[src/rtl/mlt_pkg.sv]
package mlt_pkg;
  localparam int WORD_W     = 10;
  localparam int FRAME_BITS = WORD_W + 2;
  localparam int IDX_W      = $clog2(FRAME_BITS);

  typedef struct packed {
    logic             modeData;
    logic             loadWord;
    logic [IDX_W-1:0] bitIdx;
  } strobe_t;
endpackage

[src/rtl/mlt_prbs.sv]
module mlt_prbs import mlt_pkg::*; #(
  parameter int LEN   = 31,
  parameter int TAP   = 28,
  parameter int OUT_W = WORD_W
) (
  input  logic             clk,
  input  logic             rst,
  input  logic             advance,
  output logic [OUT_W-1:0] word
);
  logic [LEN-1:0] state;
  logic [LEN-1:0] stepState;

  // Unroll OUT_W generator steps; bit 0 of the word is the first new bit.
  always_comb begin
    stepState = state;
    word = '0;
    for (int i = 0; i < OUT_W; i++) begin
      word[i] = stepState[LEN-1] ^ stepState[TAP-1];
      stepState = {stepState[LEN-2:0], word[i]};
    end
  end

  always_ff @(posedge clk) begin
    if (rst) state <= '1;
    else if (advance) state <= stepState;
  end

  AST_PRBS_NOT_STUCK: assert property (@(posedge clk) disable iff (rst)
    state != '0) else $error("generator state collapsed to zero");
endmodule

[src/rtl/mlt_ctrl.sv]
module mlt_ctrl import mlt_pkg::*; #(
  parameter int TRAIN_W   = 16,
  parameter int MIN_TRAIN = 720
) (
  input  logic               clk,
  input  logic               rst,
  input  logic [TRAIN_W-1:0] trainLen,
  input  logic               lolReq,
  output strobe_t            strobe
);
  localparam logic [IDX_W-1:0]   LAST_IDX = IDX_W'(FRAME_BITS - 1);
  localparam logic [TRAIN_W-1:0] FLOOR    = TRAIN_W'(MIN_TRAIN);
  localparam logic [TRAIN_W-1:0] CNT_MAX  = '1;

  logic               modeData;
  logic               lolPend;
  logic [IDX_W-1:0]   bitCnt;
  logic [TRAIN_W-1:0] trainCnt;
  logic [TRAIN_W-1:0] cntNext;
  logic [TRAIN_W-1:0] effLen;
  logic               lastBit;
  logic               trainDone;
  logic               goData;

  always_comb begin
    effLen    = (trainLen < FLOOR) ? FLOOR : trainLen;
    cntNext   = (trainCnt == CNT_MAX) ? trainCnt : trainCnt + 1'b1;
    lastBit   = (bitCnt == LAST_IDX);
    trainDone = (cntNext >= effLen);
    goData    = modeData ? !(lolReq || lolPend) : (!lolReq && trainDone);
  end

  always_ff @(posedge clk) begin
    if (rst) begin
      modeData <= 1'b0;
      lolPend  <= 1'b0;
      bitCnt   <= '0;
      trainCnt <= '0;
    end else begin
      bitCnt <= lastBit ? '0 : bitCnt + 1'b1;
      if (!modeData) begin
        trainCnt <= lolReq ? '0 : cntNext;
        if (lastBit) modeData <= goData;
      end else begin
        if (lolReq) lolPend <= 1'b1;
        if (lastBit && !goData) begin
          modeData <= 1'b0;
          lolPend  <= 1'b0;
          trainCnt <= '0;
        end
      end
    end
  end

  assign strobe = '{modeData: modeData, loadWord: lastBit && goData, bitIdx: bitCnt};

  AST_SWITCH_ON_BOUNDARY: assert property (@(posedge clk) disable iff (rst)
    !$stable(modeData) |-> $past(bitCnt) == LAST_IDX) else $error("mode changed mid-frame");
  AST_TRAIN_FLOOR: assert property (@(posedge clk) disable iff (rst)
    $rose(modeData) |-> $past(trainCnt) >= $past(effLen) - 1'b1) else $error("training too short");
  AST_LOL_EXIT: assert property (@(posedge clk) disable iff (rst)
    (modeData && lastBit && (lolReq || lolPend)) |=> !modeData) else $error("lock loss not honoured");
  AST_LOL_RESTART: assert property (@(posedge clk) disable iff (rst)
    (!modeData && lolReq) |=> trainCnt == '0) else $error("training count not restarted");
endmodule

[src/rtl/mlt_datapath.sv]
module mlt_datapath import mlt_pkg::*; #(
  parameter int PRBS_LEN = 31,
  parameter int PRBS_TAP = 28
) (
  input  logic              clk,
  input  logic              rst,
  input  strobe_t           strobe,
  input  logic              prbsEn,
  input  logic              wordValid,
  input  logic [WORD_W-1:0] wordData,
  output logic              wordReady,
  output logic              serOut
);
  logic [WORD_W-1:0] frameWord;
  logic [WORD_W-1:0] prbsWord;
  logic [WORD_W-1:0] nextWord;
  logic [IDX_W-1:0]  payIdx;
  logic              prbsAdv;

  assign wordReady = strobe.loadWord && !prbsEn;
  assign prbsAdv   = strobe.loadWord && prbsEn;

  mlt_prbs #(.LEN(PRBS_LEN), .TAP(PRBS_TAP), .OUT_W(WORD_W)) u_prbs (
    .clk     (clk),
    .rst     (rst),
    .advance (prbsAdv),
    .word    (prbsWord)
  );

  always_comb begin
    if (prbsEn)         nextWord = prbsWord;
    else if (wordValid) nextWord = wordData;
    else                nextWord = '0;
  end

  always_ff @(posedge clk) begin
    if (rst) frameWord <= '0;
    else if (strobe.loadWord) frameWord <= nextWord;
  end

  assign payIdx = strobe.bitIdx - IDX_W'(2);

  always_comb begin
    if (!strobe.modeData)        serOut = (strobe.bitIdx >= IDX_W'(FRAME_BITS / 2));
    else if (strobe.bitIdx == 0) serOut = 1'b0;
    else if (strobe.bitIdx == 1) serOut = 1'b1;
    else                         serOut = frameWord[payIdx];
  end

  AST_TRAIN_LOW_HALF: assert property (@(posedge clk) disable iff (rst)
    (!strobe.modeData && strobe.bitIdx < IDX_W'(FRAME_BITS / 2)) |-> !serOut) else $error("training low half");
  AST_MARKER_HIGH: assert property (@(posedge clk) disable iff (rst)
    (strobe.modeData && strobe.bitIdx == 1) |-> serOut) else $error("marker rising bit missing");
  AST_WORD_CAPTURE: assert property (@(posedge clk) disable iff (rst)
    (wordReady && wordValid) |=> frameWord == $past(wordData)) else $error("word not captured");
  AST_ZERO_FILL: assert property (@(posedge clk) disable iff (rst)
    (strobe.loadWord && !prbsEn && !wordValid) |=> frameWord == '0) else $error("idle frame not zero");
endmodule

[src/rtl/marker_link_tx.sv]
module marker_link_tx import mlt_pkg::*; #(
  parameter int TRAIN_W   = 16,
  parameter int MIN_TRAIN = 720,
  parameter int PRBS_LEN  = 31,
  parameter int PRBS_TAP  = 28
) (
  input  logic               clk,
  input  logic               rst,
  input  logic [TRAIN_W-1:0] trainLen,
  input  logic               lolReq,
  input  logic               prbsEn,
  input  logic               wordValid,
  input  logic [WORD_W-1:0]  wordData,
  output logic               wordReady,
  output logic               serOut,
  output logic               pathCtrl
);
  strobe_t strobe;

  mlt_ctrl #(.TRAIN_W(TRAIN_W), .MIN_TRAIN(MIN_TRAIN)) u_ctrl (
    .clk      (clk),
    .rst      (rst),
    .trainLen (trainLen),
    .lolReq   (lolReq),
    .strobe   (strobe)
  );

  mlt_datapath #(.PRBS_LEN(PRBS_LEN), .PRBS_TAP(PRBS_TAP)) u_dp (
    .clk       (clk),
    .rst       (rst),
    .strobe    (strobe),
    .prbsEn    (prbsEn),
    .wordValid (wordValid),
    .wordData  (wordData),
    .wordReady (wordReady),
    .serOut    (serOut)
  );

  assign pathCtrl = strobe.modeData;

  AST_READY_IN_DATA_PATH: assert property (@(posedge clk) disable iff (rst)
    wordReady |=> pathCtrl) else $error("ready not followed by data frame");
endmodule

[config.mk]
export PLATFORM = sky130hd
export DESIGN_NAME = marker_link_tx
export DESIGN_NICKNAME = d
export VERILOG_FILES = /design/src/rtl/mlt_pkg.sv /design/src/rtl/mlt_prbs.sv /design/src/rtl/mlt_ctrl.sv /design/src/rtl/mlt_datapath.sv /design/src/rtl/marker_link_tx.sv
export SDC_FILE = /design/constraint.sdc
export NUM_CORES = 1
export LEC_CHECK = 0
export ABC_AREA = 1
export BUFFER_PORTS_ARGS = -buffer_cell sky130_fd_sc_hd__buf_4
export CORE_MARGIN = 2
export CORE_UTILIZATION = 35
export DETAILED_ROUTE_END_ITERATION = 6
export HOLD_SLACK_MARGIN = 0.03
export SYNTH_ARGS = -nofsm -noshare
export SYNTH_HDL_FRONTEND = slang
export SYNTH_SLANG_ARGS = --single-unit
[constraint.sdc]
create_clock -name clk -period 3.96 [get_ports clk]
set_input_delay 0.792 -clock clk [delete_from_list [all_inputs] [get_ports clk]]
set_output_delay 0.792 -clock clk [all_outputs]
set_load 0.1 [all_outputs]
# After elaboration in Yosys (flattened, before gate mapping)
# Index checks and enable logic that the tools add are counted.
# totals
output_inout_bits	3
inputBits	31
wordCells	59
register_bits	63
# op_classes
muxes	18
bitwise	10
n_eq_ne	4
order_cmp	4
addsub	3
reduce_logical	14
# ops
cell	count
$mux 16	5
$mux 10	2
$add 16x1->16 const B	1
$eq 16x16->1 const B	1
$ge 16x16->1	1
$lt 16x10->1 const B	1
$mux 1	10
$xor 1x1->1	10
$logic_and 1x1->1	5
$lt 4x5->1 const B	1
$add 4x1->4 const B	1
$bmux 1 s4	1
$eq 4x1->1 const B	1
$eq 4x4->1 const B	1
$ge 4x3->1 const B	1
$logic_not 1->1	4
$logic_not 4->1	1
$sub 4x2->4 const B	1
$ne 2x2->1 const B	1
$reduce_and 2->1	1
$reduce_bool 2->1	1
$reduce_or 2->1	1
$logic_or 1x1->1	1

# Logic depth before layout (Yosys ltp)
# Gate-level depths: netlist of the first run.
# depth
ltp_word	9
ltp_mapped	25
depth_no_buf	24

# Modules after synthesis
# From an unflattened synthesis of the first run, not the netlist that was laid out.
# unflattened
hier_cells	537
hier_area_um2	3617.2
# by_module_without_submodules
mod	seq_area_each_um2	instances	cells_per_inst	area_each_um2
mlt_ctrl	440.4	1	271	1744.2
mlt_prbs	620.6	1	164	1258.7
mlt_datapath	200.2	1	102	614.3

# Worst setup path after synthesis of the first run
# OpenSTA, ideal clock, no wires.
# synth_path
path_kind	input port to output port
from	input port trainLen[5]
to	output port wordReady
path_buffers	1
path_slack_ns	-0.513
cell_stages	17
arrival_time_ns	3.681
required_ns	3.168
path_cell_list	o211a_1 > o21ai_0 > nand2_1 > inv_1 > nor2_1 > ha_1 > nand2_1 > inv_1 > nand2_1 > nor2_1 > nor2_1 > nand2_1 > nand2_1 > nand2_2 > nand3_1 > buf_4 > nor2_1
# synth_between
elab_chain_len	7
# synth_rtl
item	line_no	source
start: declaration	marker_link_tx.sv:9	input logic [TRAIN_W-1:0] trainLen,
$lt 16x10->1	mlt_ctrl.sv:26	effLen = (trainLen < FLOOR) ? FLOOR : trainLen;
$mux 16 *	mlt_ctrl.sv:26	
$ge 16x16->1 *	mlt_ctrl.sv:29	trainDone = (cntNext >= effLen);
$logic_and 1x1->1 *	mlt_ctrl.sv:30	goData = modeData ? !(lolReq || lolPend) : (!lolReq && trainDone);
$mux 1 *	mlt_ctrl.sv:30	
$logic_and 1x1->1 *	mlt_ctrl.sv:55	assign strobe = '{modeData: modeData, loadWord: lastBit && goData, bitIdx: bitCnt};
$logic_and 1x1->1 *	mlt_datapath.sv:20	assign wordReady = strobe.loadWord && !prbsEn;
end: declaration	marker_link_tx.sv:14	output logic wordReady,
# Mark *: on every way between the ends. The rest lies on a longest branch, timed or not.

# Worst setup path after layout of the first run
# layout_path
from	register u_ctrl.trainCnt[0]
to	output port wordReady
# layout_between
elab_chain_len	7
word_cells_on_any_way	8
cone_classes	add/sub: 1; order compare: 1; eq/ne: 1; mux: 2; reduce/logical: 3
# layout_rtl
item	line_no	source
start: declaration	mlt_ctrl.sv:18	logic [TRAIN_W-1:0] trainCnt;
start signal: assignment	mlt_ctrl.sv:42	trainCnt <= lolReq ? '0 : cntNext;
$add 16x1->16 or $eq 16x16->1 (tied branches)	mlt_ctrl.sv:27	cntNext = (trainCnt == CNT_MAX) ? trainCnt : trainCnt + 1'b1;
$mux 16 *	mlt_ctrl.sv:27	
$ge 16x16->1 *	mlt_ctrl.sv:29	
$logic_and 1x1->1 *	mlt_ctrl.sv:30	
$mux 1 *	mlt_ctrl.sv:30	
$logic_and 1x1->1 *	mlt_ctrl.sv:55	
$logic_and 1x1->1 *	mlt_datapath.sv:20	
# Marked as above.

==> results of run 1 <==
==> registers in the layout, summed over array words and instances, names as in the netlist, named ones only <==
register,cells
u_ctrl.bitCnt,4
u_ctrl.lolPend,1
u_ctrl.trainCnt,16
u_dp.frameWord,10
u_dp.u_prbs.state,31
==> synth_stat cells (2+ instances only) <==
cell type,count,area [um2]
a21oi_1,27,135
a21oi_2,11,96.3
buf_2,7,35.0
buf_6,2,22.5
clkbuf_1,8,30.0
dfxtp_1,63,1260
ha_1,22,275
inv_1,48,180
inv_2,6,22.5
nand2_1,150,563
nand2_2,14,87.6
nand3_1,68,340
nand3_2,2,20.0
nand4_1,5,31.3
nand4_2,2,25.0
nor2_1,27,101
nor2_2,2,12.5
nor2_4,2,22.5
nor3_1,3,15.0
o21ai_0,20,100
o221ai_1,2,17.5
or2_2,2,12.5
xnor2_1,12,105
xor2_1,8,70.1
==> worst min-delay path by stage <==
stage	end
final	u_dp.u_prbs.state[24]
after global routing	u_dp.frameWord[5]
after CTS	u_dp.u_prbs.state[10]
after floorplan	u_dp.u_prbs.state[10]
after global placement	u_dp.u_prbs.state[12]
after detailed placement	u_dp.u_prbs.state[23]
==> where the power goes <==
part | total (mW) | switching [mW] | internal (mW)
logic | 0.104 | 0.0596 | 0.0448
clock network | 0.508 | 0.275 | 0.233
registers | 0.643 | 0.00598 | 0.637
total | 1.26 | 0.341 | 0.914
==> worst min-delay path, stage by stage (launching register included) <==
cell and delay, ns:
dfxtp_1 0.33, nand2_1 0.05, nand3_1 0.05
==> cell type report <==
type / instances / area (um2) / share of cell area
Multi-Input combinational cell: 389 / 2130 / 0.499
Sequential cell: 63 / 1260 / 0.296
Timing Repair Buffer: 40 / 313 / 0.0732
Tap cell: 136 / 170 / 0.0398
Clock buffer: 9 / 124 / 0.0290
Inverter: 55 / 209 / 0.0489
Clock inverter: 7 / 58.8 / 0.0138
==> metal layers <==
metal | vias up | track usage
li1 | 1771 | -
met1 | 1524 | 0.197
met2 | 38 | 0.255
met3 | 7 | 0.0365
met4 | 0 | 0.0519
met5 | - | 0
==> layout by cell type, fill, tap and decap left out, drive strengths merged <==
master	count
or2	3
o211a	1
xnor2	12
and2	1
nand3	70
clkbuf	9
xor2	8
nor3	4
clkinv	5
nand4	7
o21bai	1
nor2	31
nor4	1
clkinvlp	2
o221ai	2
dfxtp	63
o21ai	20
a21oi	38
buf	40
a31o	1
ha	22
nand3b	1
o211ai	1
inv	55
nand2	165
==> through the flow <==
| step | power (mW) | util |
|---|---|---|
| after detailed placement | 0.762 | 0.395 |
| after floorplan | 0.719 | - |
| final | 1.26 | 0.416 |
| after global routing | 1.31 | 0.416 |
| after global placement | 0.759 | 0.395 |
| after CTS | 1.27 | 0.414 |
==> kinds of logic after synthesis <==
kind of cell | Yosys count | share of synthesized area
AND/OR/NAND/NOR | 283 | 0.349
buffers and inverters | 74 | 0.0828
AO/OA/AOI/OAI | 64 | 0.104
flip-flops | 63 | 0.342
adder cells (fa/ha/maj) | 22 | 0.0747
XOR/XNOR | 20 | 0.0475
==> timing repair <==
action | CTS | global route
cloned | 0 | 0
resized for setup | 1 | 8
setup endpoints to repair | 1 | 1
hold endpoints to repair | 0 | 0
==> results by group, run 1 <==
Floorplanning
  • Io pins: 34
  • Die area: 0.0114 mm2
  • Die height: 107 um
  • Initial core utilization: 0.359
  • Placement Rows: 37
  • Core Area: 0.0103 mm2
  • Die W: 107 um

Logic synthesis
  • Sequential element share of the synthesized area: 0.342
  • Post-Syn Instances: 526
  • YS warnings: 0
  • Most common flop cell mapped by yosys: dfxtp_1
  • Mapped Area: 0.00368 mm2
  • Synth Register Bits: 63
  • EDFF count, synth: 0
  • Post-Syn Area per Cell: 7.01 um2
  • Yosys cell types: 37
  • Syn Nets: 579
  • FFs w/ async S/R, synth: 0

Critical path
  • CP top delay family: simple AND/OR/NAND/NOR gates
  • Setup CP Type: flip-flop to output pin
  • RR Endpoint: u_dp.u_prbs.state[22]
  • CP Launch Point: u_ctrl.trainCnt[0]
  • CP Capture Type: output pin
  • R2r startpoint: u_ctrl.trainCnt[0]
  • Arrival @ worst endpoint: 2.89 ns
  • CP required: 3.17 ns
  • Slowest cell on the critical path: dfxtp_2
  • WP buf/inv: 3
  • Stages on the worst setup path: 20
  • CP max FO: 14
  • R2r setup slk: 1.09 ns
  • R2R depth: 21
  • CP peak stage delay: 0.36 ns
  • Top cell by count, worst path: nand2_1
  • Startpoint Class: flip-flop
  • Worst setup endpoint: wordReady
  • CP cell instances: ha_2 -> nand3_1 -> inv_1 -> nand2_2 -> nor2_4 -> inv_4 -> nor2_1 -> a21oi_2 -> ha_1 -> nand2_1 -> nand2_1 -> nand2_1 -> nand2_1 -> nand2_1 -> nand2_1 -> nand2_1 -> nand2_2 -> nand3_2 -> nor2_4 -> buf_12

STA
  • Tmin final: 3.69 ns
  • Period utilization: 0.931
  • FMAX: 271 MHz
  • Final hold vios: 0
  • Layout Skew: 0.00925 ns
  • Final setup viols: 0
  • Hold Worst Slack: 0.455 ns
  • Relative slew slack: 0.225
  • Slew @ Worst Pin: 1.16 ns
  • Setup tns final: 0 ns
  • Max Transition Viols Final: 0
  • PnR worst setup slack: 0.274 ns

CTS
  • CTS tree: yes
  • Clk buf depth: 2
  • Total CTS buffers: 9
  • Root buf cell: clkbuf_8
  • Hold buffers post-CTS: 0
  • Reg clk slew, reported paths: 0.08 ns
  • Setup repair bufs after CTS: 0
  • Worst skew pair latency: 0.35 ns
  • CTS Sinks: 63
  • H-tree depth: 3

Detailed routing
  • Metal3 WL: 230 um
  • Wire length on met2: 3.89 mm
  • DRT met1 WL: 4.00 mm
  • DRC Markers: 0
  • Final wirelength: 8.21 mm
  • WL/cell: 11.7 um
  • Via count: 3340
  • DR iter-0 viols: 113
  • Remaining antenna violation count: 0
  • Drt pass-1 iters: 5
  • Vias/cell: 4.78
  • Top sig layer: met4

Cells and area
  • Area grow syn2layout: 15.9%
  • Layout fillers: 1104
  • Final std cells w/o fill: 699
  • ANT cells: 0
  • Layout Nets: 611
  • Layout cells sized above 1: 0.187
  • Design Area, Final: 0.00427 mm2

Placement
  • Final Wtd Congestion: 0.850
  • Pre-CTS setup slack: 0.141 ns
  • I/O Buffers: 33
  • HPWL after detailed placement: 6.04 mm
  • Placed Area: 0.00406 mm2
  • Placed cells: 683

Job
  • Max-Cap Viols: 0

Hold path
  • Hold Path Stages: 2
  • Worst min-delay path class: flip-flop to flip-flop
  • Hold Crit Start: u_dp.u_prbs.state[14]

Global routing
  • Largest net degree at the start of global routing: 34
  • First-pass GRT wire length: 14.3 mm
  • GR Util All Layers: 0.154
  • GRT overflow: 0
  • Vias in the first global route: 3149
  • Initial antenna violation count: 0

Run status
  • Status: finished clean

Power and ir drop
  • PD cells: 294 mW/mm2
  • Pleak: 2.09 nW
  • Peak VDD IR: 0.000140 V
No activity file was read; power rests on OpenSTA's default activity.
==> run 2, diff against run 1 <==
Settings changed: CELL_PAD_IN_SITES_DETAIL_PLACEMENT set to 1, CELL_PAD_IN_SITES_GLOBAL_PLACEMENT set to 1, PLACE_DENSITY_LB_ADDON set to 0.1.
==> run 2 against run 1 <==
Fmax fell by 0.57%. Critical path depth down 2. Global-route usage increased by 4.0 points. Sequential power is essentially flat. Design area is 1.0% higher. Combinational power increased by 6%. Critical path type unchanged.
==> results by group, run 2 (synthesis gave the netlist of run 1 again) <==
Cells and area
  • Layout cells sized above 1: 0.193
  • Largest regs: u_dp.u_prbs.state: 31 flops, u_ctrl.trainCnt: 16 flops, u_dp.frameWord: 10 flops
  • Layout Nets: 613
  • Layout fillers: 1332
  • Commonest non-fill, non-tap cell in the layout: nand2_1
  • Most used cells in the layout excluding fill and tap cells: nand2_1, nand3_1, dfxtp_1, inv_1, buf_4
  • Design Area, Final: 0.00431 mm2
  • Register area: 0.00127 mm2
  • Area grow syn2layout: 17.1%
  • ANT cells: 0
  • Biggest register: u_dp.u_prbs.state
  • Area of the multi-input gates: 0.00213 mm2
  • Max FFs per register: 31

Floorplanning
  • Placement Rows: 37
  • Die area: 0.0114 mm2
  • Io pins: 34
  • Initial core utilization: 0.359
  • Core Area: 0.0103 mm2
  • Die height: 107 um
  • Die W: 107 um

Global routing
  • Initial antenna violation count: 0
  • Vias in the first global route: 3629
  • GR Util All Layers: 0.194
  • GRT overflow: 0
  • First-pass GRT wire length: 17.6 mm
  • Largest net degree at the start of global routing: 33

CTS
  • H-tree depth: 3
  • Hold buffers post-CTS: 0
  • CTS Sinks: 63
  • Clk buf depth: 2
  • Root buf cell: clkbuf_8
  • Total CTS buffers: 9
  • CTS tree: yes
  • Setup repair bufs after CTS: 0
  • Reg clk slew, reported paths: 0.08 ns
  • Worst skew pair latency: 0.34 ns

STA
  • Final setup viols: 0
  • Layout Skew: 0.00798 ns
  • Period utilization: 0.936
  • Setup tns final: 0 ns
  • FMAX: 270 MHz
  • Relative slew slack: 0.679
  • Max Transition Viols Final: 0
  • PnR worst setup slack: 0.253 ns
  • Tmin final: 3.71 ns
  • Final hold vios: 0
  • Slew @ Worst Pin: 0.481 ns

Detailed routing
  • DR iter-0 viols: 116
  • WL/cell: 14.5 um
  • Vias/cell: 4.93
  • Remaining antenna violation count: 0
  • Via count: 3455
  • DRC Markers: 0
  • Drt pass-1 iters: 6
  • Final wirelength: 10.2 mm

Placement
  • Final Wtd Congestion: 0.806
  • Pre-CTS setup slack: 0.118 ns
  • HPWL after detailed placement: 7.48 mm
  • Placed Area: 0.00408 mm2
  • I/O Buffers: 33

Critical path
  • CP Capture Type: output pin
  • WP buf/inv: 3
  • CP top delay family: simple AND/OR/NAND/NOR gates
  • Setup CP Type: flip-flop to output pin
  • Arrival @ worst endpoint: 2.92 ns
  • Slowest cell on the critical path: dfxtp_4
  • CP required: 3.17 ns
  • CP cell instances: ha_2 -> nand3_1 -> inv_1 -> nand2_2 -> nor2_4 -> inv_6 -> nor2_2 -> a21oi_2 -> ha_1 -> nand4_1 -> nor2_1 -> nor2_1 -> nand2_1 -> nand2_1 -> nand2_2 -> nand3_1 -> nor2_4 -> buf_12
  • CP peak stage delay: 0.38 ns
  • R2r startpoint: u_ctrl.trainCnt[2]
  • CP Launch Point: u_ctrl.trainCnt[1]
  • CP max FO: 14
  • Startpoint Class: flip-flop

Hold path
  • Worst min-delay path class: flip-flop to flip-flop
  • Hold Crit Start: u_dp.u_prbs.state[2]

Power and ir drop
  • Switch Pwr: 356 uW
  • Peak VDD IR: 0.000167 V
  • Share of power burned in registers: 0.476
  • Sw Ratio: 0.264
  • Clock network fraction of total power: 0.442
  • Logic pwr share: 0.082
  • PD cells: 313 mW/mm2
  • P_int: 993 uW
  • Pleak: 2.11 nW
  • Power, Total: 1.35 mW

Run status
  • Status: finished clean

Job
  • Max-Cap Viols: 0
==> run 2: metrics by stage <==
step                hold WS, ns   util  cells
floorplan                 0.429      -    526
global placement          0.438  0.397    685
CTS                       0.466  0.418    701
global route              0.495  0.420    701
finish                    0.465  0.420    701
detailed placement        0.446  0.397    685
==> run 2: tightest hold or removal path, cell delays in order (launching register included) <==
cell     delay [ns]
dfxtp_1        0.33
nand2_1        0.06
nand3_1        0.05
==> run 2: worst paths after layout <==
kind                                              end  depth (start not counted)  slack (ns)
worst min register to register  u_dp.u_prbs.state[12]                          2        0.46
worst max-delay path                        wordReady                         18        0.25
worst max register to register  u_dp.u_prbs.state[30]                         18        0.95
worst min-delay path            u_dp.u_prbs.state[12]                          2        0.46
==> run 2: layout make-up <==
| class | count | share of cell area |
|---|---|---|
| clock buffer | 10 | 0.0319 |
| clock inverter | 6 | 0.0160 |
| inverter | 55 | 0.0490 |
| multi-input combinational | 389 | 0.494 |
| sequential | 63 | 0.294 |
| tap | 136 | 0.0394 |
| timing repair buffer | 42 | 0.0760 |
==> run 2: power by group through the flow <==
stage / combinational (mW) / sequential (mW) / clock, mW
2_1_floorplan: 0.0639 / 0.655 / 0
3_3_place_gp: 0.107 / 0.657 / 0
3_5_place_dp: 0.111 / 0.658 / 0
4_1_cts: 0.112 / 0.642 / 0.617
5_1_grt: 0.125 / 0.643 / 0.638
6_report: 0.110 / 0.642 / 0.597
==> run 2: layer usage <==
| metal | GRT usage | part of all wire | up-vias |
|---|---|---|---|
| li1 | - | - | 1764 |
| met1 | 0.238 | 0.46 | 1642 |
| met2 | 0.348 | 0.51 | 39 |
| met3 | 0.0340 | 0.022 | 10 |
| met4 | 0.0538 | 0.013 | 0 |
| met5 | 0 | 0 | - |
==> run 2: timing repair <==
item / CTS / global route
endpoints found under the setup margin: 1 / 1
pin swaps: 0 / 1
gates cloned: 0 / 0
gates resized for setup: 2 / 10
hold endpoints to repair: 0 / 0
